--- src/rtl/pm_cnt_pkg.sv ---
package pm_cnt_pkg;
  typedef enum logic {
    CNT_BITS   = 1'b0,
    CNT_BLOCKS = 1'b1
  } cnt_mode_e;
endpackage

--- src/rtl/pm_edge_det.sv ---
module pm_edge_det (
  input  logic clk,
  input  logic rst_n,
  input  logic lvl,
  output logic rise
);
  logic lvl_q;

  always_ff @(posedge clk or negedge rst_n) begin
    if (!rst_n) lvl_q <= 1'b0;
    else        lvl_q <= lvl;
  end

  assign rise = lvl & ~lvl_q;
endmodule

--- src/rtl/pm_incr_sel.sv ---
module pm_incr_sel #(
  parameter int INC_W = 5
) (
  input  logic             frame_vld,
  input  logic [INC_W-1:0] bip_miss,
  input  logic             blk_mode,
  output logic [INC_W-1:0] incr
);
  import pm_cnt_pkg::*;

  cnt_mode_e mode;
  assign mode = cnt_mode_e'(blk_mode);

  always_comb begin
    incr = '0;
    if (frame_vld) begin
      if (mode == CNT_BLOCKS) incr = {{(INC_W-1){1'b0}}, |bip_miss};
      else                    incr = bip_miss;
    end
  end
endmodule

--- src/rtl/pm_accum.sv ---
module pm_accum #(
  parameter int CNT_W = 18,
  parameter int INC_W = 5
) (
  input  logic             clk,
  input  logic             rst_n,
  input  logic [INC_W-1:0] incr,
  input  logic             restart,
  input  logic             sat_en,
  output logic [CNT_W-1:0] acc_q
);
  localparam int PAD = CNT_W - INC_W;

  logic [CNT_W:0]   sum;
  logic [CNT_W-1:0] acc_n;
  logic             acc_en;

  assign sum = {1'b0, acc_q} + {{(PAD+1){1'b0}}, incr};

  always_comb begin
    acc_en = restart | (|incr);
    if (restart)        acc_n = {{PAD{1'b0}}, incr};
    else if (sum[CNT_W]) acc_n = sat_en ? {CNT_W{1'b1}} : sum[CNT_W-1:0];
    else                acc_n = sum[CNT_W-1:0];
  end

  always_ff @(posedge clk or negedge rst_n) begin
    if (!rst_n)      acc_q <= '0;
    else if (acc_en) acc_q <= acc_n;
  end
endmodule

--- src/rtl/pm_err_counter.sv ---
module pm_err_counter #(
  parameter int CNT_W = 18,
  parameter int INC_W = 5
) (
  input  logic             clk,
  input  logic             rst_n,
  input  logic             frame_vld,
  input  logic [INC_W-1:0] bip_miss,
  input  logic             blk_mode,
  input  logic             sat_en,
  input  logic             pm_strobe,
  output logic [CNT_W-1:0] hold_cnt
);
  logic [1:0]       rst_pipe;
  logic             srst_n;
  logic             snap;
  logic [INC_W-1:0] incr_w;
  logic [CNT_W-1:0] acc_q;

  always_ff @(posedge clk or negedge rst_n) begin
    if (!rst_n) rst_pipe <= 2'b00;
    else        rst_pipe <= {rst_pipe[0], 1'b1};
  end
  assign srst_n = rst_pipe[1];

  pm_edge_det u_edge (
    .clk  (clk),
    .rst_n(srst_n),
    .lvl  (pm_strobe),
    .rise (snap)
  );

  pm_incr_sel #(.INC_W(INC_W)) u_incr (
    .frame_vld(frame_vld),
    .bip_miss (bip_miss),
    .blk_mode (blk_mode),
    .incr     (incr_w)
  );

  pm_accum #(.CNT_W(CNT_W), .INC_W(INC_W)) u_acc (
    .clk    (clk),
    .rst_n  (srst_n),
    .incr   (incr_w),
    .restart(snap),
    .sat_en (sat_en),
    .acc_q  (acc_q)
  );

  always_ff @(posedge clk or negedge srst_n) begin
    if (!srst_n)   hold_cnt <= '0;
    else if (snap) hold_cnt <= acc_q;
  end
endmodule

--- config.mk ---
export PLATFORM = sky130hd
export DESIGN_NAME = pm_err_counter
export DESIGN_NICKNAME = d
export VERILOG_FILES = /design/src/rtl/pm_cnt_pkg.sv /design/src/rtl/pm_edge_det.sv /design/src/rtl/pm_incr_sel.sv /design/src/rtl/pm_accum.sv /design/src/rtl/pm_err_counter.sv
export SDC_FILE = /design/constraint.sdc
export NUM_CORES = 1
export LEC_CHECK = 0
export ABC_AREA = 1
export ABC_CLOCK_PERIOD_IN_PS = 1400
export CORE_MARGIN = 2
export CORE_UTILIZATION = 50
export CTS_CLUSTER_DIAMETER = 100
export DETAILED_ROUTE_END_ITERATION = 12
export GPL_TIMING_DRIVEN = 0
export PLACE_DENSITY = 0.82
export SLEW_MARGIN = 15
export SYNTH_ARGS = -nofsm -noshare
export SYNTH_HDL_FRONTEND = slang
export SYNTH_SLANG_ARGS = --single-unit
--- constraint.sdc ---
create_clock -name clk -period 1.4 [get_ports clk]
set_input_delay 0.28 -clock clk [delete_from_list [all_inputs] [get_ports clk]]
set_output_delay 0.28 -clock clk [all_outputs]
set_load 0.01 [all_outputs]
==> impl_metrics.tcl <==
set metrics [dict create \
    first_global_vias 2542 \
    numPortBuffers 28 \
    finalCriticalPeriod_ps 1900 \
    multi_input_area_mm2 0.00150 \
    start_util 0.530 \
    vias 2669 \
    final_util 0.762 \
    grt_first_pass_wirelength_mm 11.5 \
    synthTopCellsByArea "dfrtp_1 (41%), nand2_1 (23%), nand3_1 (7.0%), inv_1 (6.5%), o21ai_0 (4.0%)" \
    antenna_cells 0 \
    dp_hpwl_mm 4.25 \
    leakage_nw 1.81 \
    place_congestion 0.878 \
    status "complete, but fails checks" \
    finalMaxSlewViolations 0 \
    place_area_mm2 0.00281 \
    cts_inserted_buffers 5 \
    setup_viol 18 \
    seq_area_frac_synth 0.414 \
    first_pass_iters 6 \
    hold_path.class "primary input to asynchronous set/reset pin" \
    core_area_mm2 0.00444 \
    syn-num-nets 357 \
    wire_per_inst_um 18.4 \
    wl_mm 8.30 \
    tritoncts "yes" \
    io_pins 29 \
    min_period_over_period 1.35 \
    layout_setup_ws_ps -497 \
    worst-setup-path-type "flip-flop to flip-flop" \
    worst-endpoint-arrival_ps 2100 \
    area_growth_pct 43.7 \
    path_max_fanout 5 \
    worst_r2r_endpoint "u_acc.acc_q[4]$_DFFE_PN0P_" \
    synth_warnings 0 \
    h-tree-depth 2 \
    drc 0 \
    grt_util_all_layers 0.285 \
    timing.setup.tns_ps -7980 \
    nFillCells 273 \
    critPathLaunchType "flip-flop" \
    violations "negative setup slack" \
    grt-ovfl-total 0 \
    hold_buffers 0 \
    cp-end-kind "flip-flop" \
    ir_drop_mv 0.613 \
    cts_root_buf "clkbuf_8" \
    rows 24 \
    finalNetCount 416 \
    reg2reg_from "u_acc.acc_q[4]$_DFFE_PN0P_" \
    synth_top_area_share 0.414 \
    syn_avg_cell_area_um2 6.93 \
    hold_viol 0 \
    clock_latency_ps 310 \
    design_area_mm2 0.00339 \
    die_w_um 72.7 \
    worst_clock_skew_ps 9.64 \
    rsz0062_at_grt "true" \
    ff_latch_area_um2 977 \
    synthCells 340 \
    cts_max_path_buffers 2 \
    drt_iter0_drc 398 \
    cp.required_ps 1600 \
    clock-sinks 39 \
    cap_viol_max_count 0 \
    synthesis.area_mm2 0.00236 \
    die_h_um 72.7 \
    rr_worst_depth 12 \
    fmax_mhz 527 \
    antenna_found_initial 0 \
    yosysTopAreaCell "dfrtp_1" \
    die-area_mm2 0.00528 \
    powerDensity_mw_per_mm2 939 \
    grt_max_degree 28 \
    ant_nets 0 \
    viasPerCell 5.90 \
    ys_types 28 \
    regToRegSetupSlack_ps -500 \
    fin_hold_ws_ps 116 \
    drive_gt1_frac 0.333 \
    ys_ff_latch 39 \
    clk_pin_slew_ps 90 \
]
## cells in the mapped netlist
master,number
a21oi_1,2
a21oi_2,1
and2_2,1
buf_2,2
buf_4,4
buf_6,1
clkbuf_1,2
conb_1,1
dfrtp_1,39
fa_1,1
ha_1,5
inv_1,41
inv_2,1
nand2_1,142
nand2_2,5
nand2_4,1
nand3_1,33
nand3_2,3
nand4_1,3
nor2_1,24
nor2_2,2
nor2_4,1
nor3_1,1
nor3_4,1
o21ai_0,19
or2_1,1
xnor2_1,2
xor2_1,1
## per-stage QoR
| step | setup slack [ps] | power (mW) | std cells |
|---|---|---|---|
| 6_report | -497 | 3.18 | 452 |
| 5_1_grt | -539 | 3.28 | 452 |
| 4_1_cts | -342 | 3.02 | 449 |
| 3_5_place_dp | -1240 | 1.95 | 421 |
| 3_3_place_gp | -1210 | 1.91 | 420 |
| 2_1_floorplan | -431 | 1.71 | 340 |
## sequential cells by signal (all words and copies together) (netlist names)
signal        flops
u_edge.lvl_q      1
hold_cnt         18
u_acc.acc_q      18
rst_pipe          2
## critical path, cell delays in order (launching register included)
cell and delay [ps]:
dfrtp_1 430, ha_4 290, nand2_2 130, inv_1 80
nand2_2 80, nand2_1 90, nand2_2 110, nand2_4 90
nand2_4 110, buf_8 150, nand3_2 80, nand2_2 90
nand2_2 50
## metal layers
layer,global-route usage,share of wire,vias to the layer above
li1,-,-,1174
met1,0.342,0.36,1217
met2,0.486,0.47,208
met3,0.0497,0.094,70
met4,0.154,0.070,0
met5,0,0,-
## power by group
part	internal (mW)	switching, mW
sequential	1.22	0.0945
combinational	0.393	0.491
clock	0.531	0.455
total	2.14	1.04
## logic make-up (layout without fill, tap and decap cells)
| family | count (synthesis) | after routing | share of synthesized area |
|---|---|---|---|
| AOI/OAI and AO/OA | 22 | 22 | 0.0483 |
| xor gates and xnor gates | 3 | 3 | 0.0111 |
| adders and majority gates | 6 | 6 | 0.0350 |
| buffers and inverters | 51 | 111 | 0.0918 |
| DFF | 39 | 39 | 0.414 |
| other | 1 | 1 | 0.00159 |
| and+or+nand+nor | 218 | 218 | 0.398 |
## worst max path at each step
stage,cells past startpoint,start,end
CTS,13,u_acc.acc_q[0]$_DFFE_PN0P_,u_acc.acc_q[12]$_DFFE_PN0P_
global route,18,bip_miss[4],u_acc.acc_q[2]$_DFFE_PN0P_
floorplan,17,bip_miss[3],u_acc.acc_q[12]$_DFFE_PN0P_
finish,12,u_acc.acc_q[4]$_DFFE_PN0P_,u_acc.acc_q[4]$_DFFE_PN0P_
global placement,17,bip_miss[3],u_acc.acc_q[2]$_DFFE_PN0P_
detailed placement,17,bip_miss[3],u_acc.acc_q[2]$_DFFE_PN0P_
## what timing repair did
action / CTS / global route
gates resized for setup: 87 / 46
gates cloned: 1 / 0
setup buffers: 19 / 4
pin swaps: 26 / 31
endpoints found under the setup margin: 43 / 32
## placed cells by master (no fill, tap or decap), drive strengths merged
cell type and count:
and2 1, clkbuf 6, nor3 2, xor2 1
ha 5, nand3 36, xnor2 2, nand2 148
bufinv 1, or2 1, nand4 3, dfrtp 39
fa 1, clkinv 2, o21ai 19, clkdlybuf4s50 3
a21oi 3, buf 38, nor2 27, inv 42
dlygate4sd2 19, conb 1
## cell type report
type                    instances  share of cell area
repair buffers                 53               0.147
plain buffers                   8              0.0203
multi-input cells             250               0.443
well taps                      52              0.0192
clock buffers                   5              0.0203
flip-flops and latches         39               0.288
clock inverters                 3              0.0129
inverters                      42              0.0487
(Power assumes the default switching activity.)
